===== config.mk =====
export PLATFORM = sky130hd
export DESIGN_NAME = mdio_master
export DESIGN_NICKNAME = d
export VERILOG_FILES = /design/src/rtl/mdio_pkg.sv /design/src/rtl/mdio_clk_gen.sv /design/src/rtl/mdio_frame_fsm.sv /design/src/rtl/mdio_regs.sv /design/src/rtl/mdio_master.sv
export SDC_FILE = /design/constraint.sdc
export NUM_CORES = 1
export LEC_CHECK = 0
export BUFFER_PORTS_ARGS = -buffer_cell sky130_fd_sc_hd__buf_2
export CORE_ASPECT_RATIO = 1.5
export CORE_MARGIN = 2
export CORE_UTILIZATION = 30
export CTS_CLUSTER_DIAMETER = 200
export DETAILED_ROUTE_END_ITERATION = 7
export GPL_TIMING_DRIVEN = 0
export MAX_ROUTING_LAYER = met4
export PLACE_DENSITY = 0.44
export SLEW_MARGIN = 20
export SYNTH_ARGS = -nofsm -noshare
export SYNTH_HDL_FRONTEND = slang
export SYNTH_SLANG_ARGS = --single-unit

===== constraint.sdc =====
create_clock -name clk -period 4.6 [get_ports clk]
set_clock_uncertainty 0.2 [all_clocks]
set_input_delay 0.69 -clock clk [delete_from_list [all_inputs] [get_ports clk]]
set_output_delay 0.69 -clock clk [all_outputs]
set_load 0.02 [all_outputs]

===== src/rtl/mdio_pkg.sv =====
package mdio_pkg;
    localparam int SEL_CTRL  = 0;
    localparam int SEL_ACC   = 1;
    localparam int SEL_ALIVE = 2;

    localparam int GO_BIT    = 31;
    localparam int WR_BIT    = 30;
    localparam int EN_BIT    = 30;
    localparam int REG_LSB   = 21;
    localparam int PHY_LSB   = 16;
    localparam int AW        = 5;
    localparam int DW        = 16;

    typedef struct packed {
        logic          wr;
        logic [AW-1:0] phy;
        logic [AW-1:0] regad;
        logic [DW-1:0] data;
    } mdio_cmd_t;

    typedef enum logic [2:0] {
        ST_IDLE, ST_PRE, ST_START, ST_OP, ST_ADDR, ST_TURN, ST_DATA
    } mdio_state_e;
endpackage


===== src/rtl/mdio_clk_gen.sv =====
module mdio_clk_gen #(
    parameter int DIV_W = 8
) (
    input  logic             clk,
    input  logic             rst_n,
    input  logic             run,
    input  logic [DIV_W-1:0] div,
    output logic             mdc,
    output logic             rise,
    output logic             bit_end
);
    logic [DIV_W-1:0] cnt_q;
    logic [DIV_W-1:0] div_eff;
    logic [DIV_W-1:0] half;

    assign div_eff = (div == '0) ? DIV_W'(1) : div;
    assign half    = div_eff >> 1;

    always_ff @(posedge clk or negedge rst_n) begin
        if (!rst_n) begin
            cnt_q <= '0;
        end else if (!run || cnt_q == div_eff) begin
            cnt_q <= '0;
        end else begin
            cnt_q <= cnt_q + 1'b1;
        end
    end

    assign mdc     = run && (cnt_q > half);
    assign rise    = run && (cnt_q == half);
    assign bit_end = run && (cnt_q == div_eff);
endmodule


===== src/rtl/mdio_frame_fsm.sv =====
module mdio_frame_fsm
    import mdio_pkg::*;
#(
    parameter int PRE_LEN = 32
) (
    input  logic          clk,
    input  logic          rst_n,
    input  logic          start,
    input  mdio_cmd_t     cmd,
    input  logic          rise,
    input  logic          bit_end,
    input  logic          mdio_i,
    output logic          busy,
    output logic          done,
    output logic          mdio_o,
    output logic          mdio_oe,
    output logic [DW-1:0] rx_data,
    output logic          alive_hit,
    output logic [AW-1:0] alive_phy
);
    localparam int MAXLEN = (PRE_LEN > DW) ? PRE_LEN : DW;
    localparam int CNT_W  = $clog2(MAXLEN);

    mdio_state_e     state_q, state_n;
    logic [CNT_W-1:0] cnt_q, cnt_n;
    logic             wr_q;
    logic [AW-1:0]    phy_q;
    logic [2*AW-1:0]  hdr_q;
    logic [DW-1:0]    tx_q;
    logic [DW-1:0]    rx_q;

    function automatic logic [CNT_W-1:0] last_idx(mdio_state_e s);
        unique case (s)
            ST_PRE:  return CNT_W'(PRE_LEN - 1);
            ST_ADDR: return CNT_W'(2*AW - 1);
            ST_DATA: return CNT_W'(DW - 1);
            default: return CNT_W'(1);
        endcase
    endfunction

    function automatic mdio_state_e succ(mdio_state_e s);
        unique case (s)
            ST_PRE:   return ST_START;
            ST_START: return ST_OP;
            ST_OP:    return ST_ADDR;
            ST_ADDR:  return ST_TURN;
            ST_TURN:  return ST_DATA;
            default:  return ST_IDLE;
        endcase
    endfunction

    // next-state logic
    always_comb begin
        state_n = state_q;
        cnt_n   = cnt_q;
        if (state_q == ST_IDLE) begin
            if (start) begin
                state_n = ST_PRE;
                cnt_n   = '0;
            end
        end else if (bit_end) begin
            if (cnt_q == last_idx(state_q)) begin
                state_n = succ(state_q);
                cnt_n   = '0;
            end else begin
                cnt_n = cnt_q + 1'b1;
            end
        end
    end

    // state register
    always_ff @(posedge clk or negedge rst_n) begin
        if (!rst_n) begin
            state_q <= ST_IDLE;
            cnt_q   <= '0;
        end else begin
            state_q <= state_n;
            cnt_q   <= cnt_n;
        end
    end

    // frame data path
    always_ff @(posedge clk or negedge rst_n) begin
        if (!rst_n) begin
            wr_q  <= 1'b0;
            phy_q <= '0;
            hdr_q <= '0;
            tx_q  <= '0;
            rx_q  <= '0;
        end else begin
            if (state_q == ST_IDLE && start) begin
                wr_q  <= cmd.wr;
                phy_q <= cmd.phy;
                hdr_q <= {cmd.phy, cmd.regad};
                tx_q  <= cmd.data;
            end
            if (bit_end && state_q == ST_ADDR) hdr_q <= {hdr_q[2*AW-2:0], 1'b0};
            if (bit_end && state_q == ST_DATA) tx_q  <= {tx_q[DW-2:0], 1'b0};
            if (rise && state_q == ST_DATA && !wr_q) rx_q <= {rx_q[DW-2:0], mdio_i};
        end
    end

    // outputs
    always_comb begin
        mdio_o  = 1'b1;
        mdio_oe = 1'b1;
        unique case (state_q)
            ST_IDLE:  mdio_oe = 1'b0;
            ST_PRE:   mdio_o  = 1'b1;
            ST_START: mdio_o  = (cnt_q != '0);
            ST_OP:    mdio_o  = (cnt_q == '0) ? !wr_q : wr_q;
            ST_ADDR:  mdio_o  = hdr_q[2*AW-1];
            ST_TURN: begin
                mdio_o  = (cnt_q == '0);
                mdio_oe = wr_q;
            end
            ST_DATA: begin
                mdio_o  = wr_q ? tx_q[DW-1] : 1'b1;
                mdio_oe = wr_q;
            end
            default: mdio_oe = 1'b0;
        endcase
    end

    assign busy      = (state_q != ST_IDLE);
    assign done      = bit_end && state_q == ST_DATA && cnt_q == CNT_W'(DW - 1);
    assign rx_data   = rx_q;
    assign alive_hit = rise && state_q == ST_TURN && cnt_q == CNT_W'(1) && !wr_q && !mdio_i;
    assign alive_phy = phy_q;
endmodule


===== src/rtl/mdio_regs.sv =====
module mdio_regs
    import mdio_pkg::*;
#(
    parameter int DIV_W = 8
) (
    input  logic             clk,
    input  logic             rst_n,
    input  logic             bus_wr,
    input  logic [1:0]       bus_addr,
    input  logic [31:0]      bus_wdata,
    output logic [31:0]      bus_rdata,
    input  logic             busy,
    input  logic             done,
    input  logic [DW-1:0]    rx_data,
    input  logic             alive_hit,
    input  logic [AW-1:0]    alive_phy,
    output logic             start,
    output mdio_cmd_t        cmd,
    output logic [DIV_W-1:0] div
);
    logic             en_q;
    logic [DIV_W-1:0] div_q;
    mdio_cmd_t        acc_q;
    logic [31:0]      alive_q;
    logic             acc_take;
    logic             unused_bits;

    assign unused_bits = ^bus_wdata[29:26];

    assign cmd = '{wr:    bus_wdata[WR_BIT],
                   phy:   bus_wdata[PHY_LSB +: AW],
                   regad: bus_wdata[REG_LSB +: AW],
                   data:  bus_wdata[DW-1:0]};

    assign acc_take = bus_wr && bus_addr == 2'(SEL_ACC) && !busy;
    assign start    = acc_take && bus_wdata[GO_BIT] && en_q;

    always_ff @(posedge clk or negedge rst_n) begin
        if (!rst_n) begin
            en_q    <= 1'b0;
            div_q   <= '0;
            acc_q   <= '0;
            alive_q <= '0;
        end else begin
            if (bus_wr && bus_addr == 2'(SEL_CTRL)) begin
                en_q  <= bus_wdata[EN_BIT];
                div_q <= bus_wdata[DIV_W-1:0];
            end
            if (acc_take) acc_q <= cmd;
            if (done && !acc_q.wr) acc_q.data <= rx_data;
            if (alive_hit) alive_q[alive_phy] <= 1'b1;
        end
    end

    always_comb begin
        unique case (bus_addr)
            2'(SEL_CTRL):  bus_rdata = {!busy, en_q, {(30-DIV_W){1'b0}}, div_q};
            2'(SEL_ACC):   bus_rdata = {busy, acc_q.wr, 4'b0, acc_q.regad, acc_q.phy, acc_q.data};
            2'(SEL_ALIVE): bus_rdata = alive_q;
            default:       bus_rdata = '0;
        endcase
    end

    assign div = div_q;
endmodule


===== src/rtl/mdio_master.sv =====
module mdio_master
    import mdio_pkg::*;
#(
    parameter int DIV_W   = 8,
    parameter int PRE_LEN = 32
) (
    input  logic        clk,
    input  logic        rst_n,
    input  logic        bus_wr,
    input  logic [1:0]  bus_addr,
    input  logic [31:0] bus_wdata,
    output logic [31:0] bus_rdata,
    output logic        mdc,
    output logic        mdio_o,
    output logic        mdio_oe,
    input  logic        mdio_i
);
    logic             busy, done, start, rise, bit_end, alive_hit;
    logic [DW-1:0]    rx_data;
    logic [AW-1:0]    alive_phy;
    logic [DIV_W-1:0] div;
    mdio_cmd_t        cmd;

    mdio_regs #(.DIV_W(DIV_W)) u_regs (
        .clk(clk), .rst_n(rst_n), .bus_wr(bus_wr), .bus_addr(bus_addr),
        .bus_wdata(bus_wdata), .bus_rdata(bus_rdata), .busy(busy), .done(done),
        .rx_data(rx_data), .alive_hit(alive_hit), .alive_phy(alive_phy),
        .start(start), .cmd(cmd), .div(div)
    );

    mdio_clk_gen #(.DIV_W(DIV_W)) u_clk (
        .clk(clk), .rst_n(rst_n), .run(busy), .div(div),
        .mdc(mdc), .rise(rise), .bit_end(bit_end)
    );

    mdio_frame_fsm #(.PRE_LEN(PRE_LEN)) u_fsm (
        .clk(clk), .rst_n(rst_n), .start(start), .cmd(cmd), .rise(rise),
        .bit_end(bit_end), .mdio_i(mdio_i), .busy(busy), .done(done),
        .mdio_o(mdio_o), .mdio_oe(mdio_oe), .rx_data(rx_data),
        .alive_hit(alive_hit), .alive_phy(alive_phy)
    );
endmodule


Word-level counts from Yosys, hierarchy flattened

Index checks and enable logic that the tools add are counted.

Register bits: 132
Latch bits: 0
RAM bits: 0
Memory bits (read-only): 0
Input bits: 38
Output and inout port bits: 35
Word-level logic and storage cells: 102
Memories: 0

Add/subtract/negate cells: 2
Multipliers: 0
Div/mod/pow operators: 0
$lt $le $gt $ge: 3
Eq/ne operators: 14
Shift operators: 0
Mux-type cells: 27
Bitwise gates (word level): 1
Reductions and logical operators: 40

Operators with widths:

| cell                                                                  | number |
|---|---|
| 32-bit case mux with 3 select lines                                   | 1 |
| 16-bit 2-to-1 mux                                                     | 4 |
| 32-bit bitwise OR                                                     | 1 |
| 5-bit 2-to-1 mux                                                      | 6 |
| 1-bit logical AND                                                     | 20 |
| 10-bit 2-to-1 mux                                                     | 2 |
| 8-bit 2-to-1 mux                                                      | 2 |
| 3-bit case mux with 5 select lines                                    | 1 |
| 5-bit case mux with 3 select lines                                    | 1 |
| 3-bit 2-to-1 mux                                                      | 4 |
| 2-bit nonzero test                                                    | 5 |
| 3-bit == test (second input constant)                                 | 3 |
| 8-bit by 1-bit adder with 8-bit output (second input constant)        | 1 |
| 8-bit by 7-bit == test with 1-bit output                              | 1 |
| 8-bit == test                                                         | 1 |
| 8-bit by 7-bit greater-than comparator with 1-bit output              | 1 |
| 8-bit zero test                                                       | 1 |
| 3-bit by 2-bit == test with 1-bit output (second input constant)      | 2 |
| 5-bit by 6-bit < comparator with 1-bit output (second input constant) | 1 |
| 5-bit by 1-bit adder with 5-bit output (second input constant)        | 1 |
| 1-bit demux with 5-bit select                                         | 1 |
| 5-bit by 1-bit == test with 1-bit output (second input constant)      | 1 |
| 5-bit by 4-bit == test with 1-bit output (second input constant)      | 1 |
| 5-bit == test                                                         | 1 |
| 19 further kinds                                                      | 24 |

Logic depth before layout (Yosys ltp)

Depth after elaboration: 10
Gate-level depth with buffers: 9

Hierarchy

A second synthesis with hierarchy kept.

Cells, all modules: 655
Area total of the unflattened synthesis: 6,849.1 sq um

Modules (own cells, without submodules):

| module         | instances | cells each | area each (sq um) |
|---|---|---|---|
| mdio_regs      | 1         | 285        | 3,315.7 |
| mdio_frame_fsm | 1         | 288        | 2,815.2 |
| mdio_clk_gen   | 1         | 82         | 718.2 |

Worst setup path after synthesis

No wires, ideal clock.

Path kind: reg-to-output
Start point: register u_regs.div_q[3], in the netlist u_regs.div[3]
End point: output mdc
Data arrival time: 1.836 ns
Setup slack: 1.874 ns
Cell stages (with the launch flop): 9
Path buffers: 0
Path through: dfrtp_1 > inv_1 > ha_1 > nand3_1 > o22ai_1 > o21ai_0 > nand2b_1 > a2111oi_0 > nor4_1

Cells in the longest elaborated chain, start to end: 4

RTL lines:

| item                                                       | RTL line           | source |
|---|---|---|
| start, declared                                            | mdio_regs.sv:22    | `logic [DIV_W-1:0] div_q;` |
| start signal, assigned                                     | mdio_regs.sv:47    | `div_q <= bus_wdata[DIV_W-1:0];` |
| 8-bit zero test                                            | mdio_clk_gen.sv:16 | `assign div_eff = (div == '0) ? DIV_W'(1) : div;` |
| 8-bit 2-to-1 mux *                                         | mdio_clk_gen.sv:16 |  |
| 8-bit by 7-bit greater-than comparator with 1-bit output * | mdio_clk_gen.sv:29 | `assign mdc = run && (cnt_q > half);` |
| 1-bit logical AND *                                        | mdio_clk_gen.sv:29 |  |
| end, declared                                              | mdio_master.sv:13  | `output logic mdc,` |

Mark *: on every way between the ends. The rest lies on a longest branch, timed or not.

Worst setup path after layout

Ends and elaborated chain as after synthesis.

==> flow_metrics.env <==
export IMPL_grt_max_degree=69
export IMPL_synth_top_family_by_area="compound AO/OA/AOI/OAI gates"
export IMPL_synth_compound_area_share_pct=17.6
export IMPL_status="finished with violations"
export IMPL_core_um2=21500
export IMPL_crit_path_top_delay_cell="dfrtp_1"
export IMPL_cts_sinks=132
export IMPL_synth_fa_ha_area_share_pct=2.31
export IMPL_nNetsFinal=734
export IMPL_p_sw_share_pct=31.0
export IMPL_finish_utilization_pct=36.8
export IMPL_synth_xor_area_share_pct=1.75
export IMPL_crit_path_start_kind="flip-flop"
export IMPL_ant_nets=0
export IMPL_syn_nets=646
export IMPL_finalCriticalPeriod_ps=3490
export IMPL_place_area_um2=7230
export IMPL_async_flop_share_pct=100
export IMPL_synth_simple_area_share_pct=14.7
export IMPL_ys_ff_latch=132
export IMPL_core_rowCount=66
export IMPL_antenna_found_initial=0
export IMPL_drtIter0Drc=287
export IMPL_rsz0062_at_grt="false"
export IMPL_vias=4881
export IMPL_postCtsHoldBufs=0
export IMPL_grt_first_pass_wirelength_um=29600
export IMPL_syn_inst=596
export IMPL_power_density_nw_per_um2=539
export IMPL_whs_ps=-0.171
export IMPL_tns_ps=0
export IMPL_firstDrtPassIters=4
export IMPL_insertion_delay_ps=420
export IMPL_switching_power_mw=1.32
export IMPL_critical_path_max_stage_delay_ps=480
export IMPL_cp_num_buf_inv=2
export IMPL_syn_area_per_cell_um2=10.9
export IMPL_power_internal_mw=2.94
export IMPL_clkTransAtPathRegs_ps=50
export IMPL_dieArea_um2=22900
export IMPL_cp_required_ps=3710
export IMPL_first_global_vias=5063
export IMPL_wl_um=18600
export IMPL_worstPathMaxFanout=5
export IMPL_routedWlPerCell_um=19.2
export IMPL_numCtsBuffers=17
export IMPL_ys_top_cells_by_area="dfrtp_1 51%, mux2_2 5.2%, mux2i_1 4.8%"
export IMPL_drc=0
export IMPL_path_class="flip-flop to output pin"
export IMPL_synthFlopType="dfrtp_1"
export IMPL_post_route_period_util_pct=75.9
export IMPL_cts_root_buf="clkbuf_16"
export IMPL_ctsResizeCount=0
export IMPL_fill_cells=2183
export IMPL_irDropWorstVdd_v=0.000262
export IMPL_pwr_share_comb_pct=23.0
export IMPL_ctsLongestPathBuffers=2
export IMPL_netlist_area_leader_share_pct=50.8
export IMPL_final_area_um2=7910
export IMPL_tightest_slew_ps=1050
export IMPL_die_x_um=124
export IMPL_yosys_mux_area_fraction_pct=9.96
export IMPL_violations="negative hold slack"
export IMPL_vias_per_cell=5.04
export IMPL_synth_edf_count=0
export IMPL_drive_above_1_share_pct=22.2
export IMPL_max_cap_violations=0
export IMPL_hold_viol=1
export IMPL_overflow=0
export IMPL_final_common_cell="dfrtp_1"
export IMPL_start_util_pct=30.3
export IMPL_yosysSeqAreaShare_pct=50.8
export IMPL_synth_cell_types=56
export IMPL_worst_setup_path_end_kind="output pin"
export IMPL_dpl_hpwl_um=13600
export IMPL_ios=73
export IMPL_globalplace_congestion=0.865
export IMPL_syn2layout_area_growth_pct=21.5
export IMPL_postCtsSetupBuffers=0
export IMPL_clkPwrFrac_pct=36.8
export IMPL_ys_warn_count=0
export IMPL_htree_levels=4
export IMPL_hold_class="input pin to async pin"
export IMPL_cp_top_family="compound AO/OA/AOI/OAI gates"
export IMPL_grt_usage_pct=17.3
export IMPL_slew_headroom_pct=29.6
export IMPL_max_freq_mhz=286
export IMPL_finalSetupViolations=0
export IMPL_fp_dieH_um=184
export IMPL_slew_violations=0
export IMPL_n_antenna_cell=0
export IMPL_cp_arrival_ps=2600
export IMPL_p_leak_nw=3.85
export IMPL_synth_top_area_cell="dfrtp_1"
export IMPL_synth_area_um2=6510
export IMPL_tritoncts="yes"
export IMPL_layout_common_cells="132 x dfrtp_1, 72 x buf_2, 56 x nand2_1"
export IMPL_portBuffers=68
export IMPL_p_seq_share_pct=40.2
export IMPL_crit_chain="inv_1, ha_1, nand3_1, o22ai_1, o21ai_0, nand2b_1, a2111oi_0, nor4_1, buf_2"
==> power by group through the flow <==
| stage | Sequential (mW) | Clock [mW] | Combinational (mW) |
|---|---|---|---|
| 2_1_floorplan | 1.63 | 0 | 0.724 |
| 6_report | 1.71 | 1.57 | 0.978 |
| 5_1_grt | 1.76 | 1.66 | 1.10 |
| 3_5_place_dp | 1.73 | 0 | 0.989 |
| 3_3_place_gp | 1.72 | 0 | 0.970 |
| 4_1_cts | 1.71 | 1.61 | 0.996 |
==> kinds of logic after synthesis <==
kind of cell	Yosys count
compound gates	158
xor+xnor	13
fa+ha+maj	12
buf+inv	44
flops	132
mux	61
simple gates	176
==> sequential cells by signal, summed over array words and instances (netlist names) <==
name,cells
u_regs.alive_q,32
u_fsm.alive_phy,5
u_fsm.wr_q,1
u_clk.cnt_q,8
u_fsm.hdr_q,10
u_fsm.state_q,3
u_regs.div,8
u_fsm.tx_q,16
u_regs.en_q,1
u_regs.acc_q,27
u_fsm.cnt_q,5
u_fsm.rx_data,16
==> final cells by class <==
| type | count | area [µm²] | share of cell area [%] |
|---|---|---|---|
| multi-input cells | 420 | 3020 | 38.1 |
| plain buffers | 31 | 145 | 1.84 |
| flip-flops and latches | 132 | 3300 | 41.8 |
| well taps | 272 | 340 | 4.30 |
| repair buffers | 69 | 378 | 4.78 |
| clock buffers | 23 | 478 | 6.05 |
| clock inverters | 9 | 198 | 2.50 |
| inverters | 13 | 48.8 | 0.617 |
==> synth_stat cells, drive strengths merged, types with 3 or more instances <==
cell / instances
inv: 13
and2: 5
nand3b: 5
and3b: 3
o21bai: 16
clkbuf: 19
buf: 12
a21o: 35
mux2: 30
o22ai: 3
ha: 12
a21oi: 24
o21ai: 29
nor2: 35
nand2b: 5
and3: 6
nor3: 7
nand2: 56
xor2: 12
a22o: 34
nor3b: 6
nor4: 6
nor2b: 7
mux2i: 31
o21a: 5
nand3: 21
dfrtp: 132
==> per-layer routing <==
layer / vias to the layer above / share of wire (%) / global-route usage [%]
met1: 2432 / 44 / 20.7
met2: 100 / 52 / 29.6
met3: 20 / 2.6 / 2.93
met5: - / 0 / -
li1: 2329 / - / -
met4: 0 / 2.1 / 6.29
==> path summary, 6_finish.rpt <==
| path | slack [ps] | from | to | cells after the start |
|---|---|---|---|---|
| setup / recovery | 1110 | u_regs.div[3] | mdc | 9 |
| setup reg to reg | 1400 | u_clk.cnt_q[0] | u_fsm.rx_data[9] | 7 |
| hold / removal | -0.2 | rst_n | u_clk.cnt_q[2] | 1 |
| max in group asynchronous | 3480 | rst_n | u_regs.acc_q[12] | 2 |
| min in group clk | 250 | u_regs.alive_q[28] | u_regs.alive_q[28] | 1 |
| hold reg to reg | 250 | u_regs.alive_q[28] | u_regs.alive_q[28] | 1 |
==> per-stage QoR <==
stage | setup WS [ps] | cells | power, mW
final | 1110 | 969 | 4.26
after global routing | 955 | 969 | 4.52
after CTS | 1070 | 969 | 4.32
after detailed placement | 1320 | 937 | 2.72
after global placement | 710 | 936 | 2.69
after floorplan | 1870 | 596 | 2.36
No activity file was read; power rests on OpenSTA's default activity.
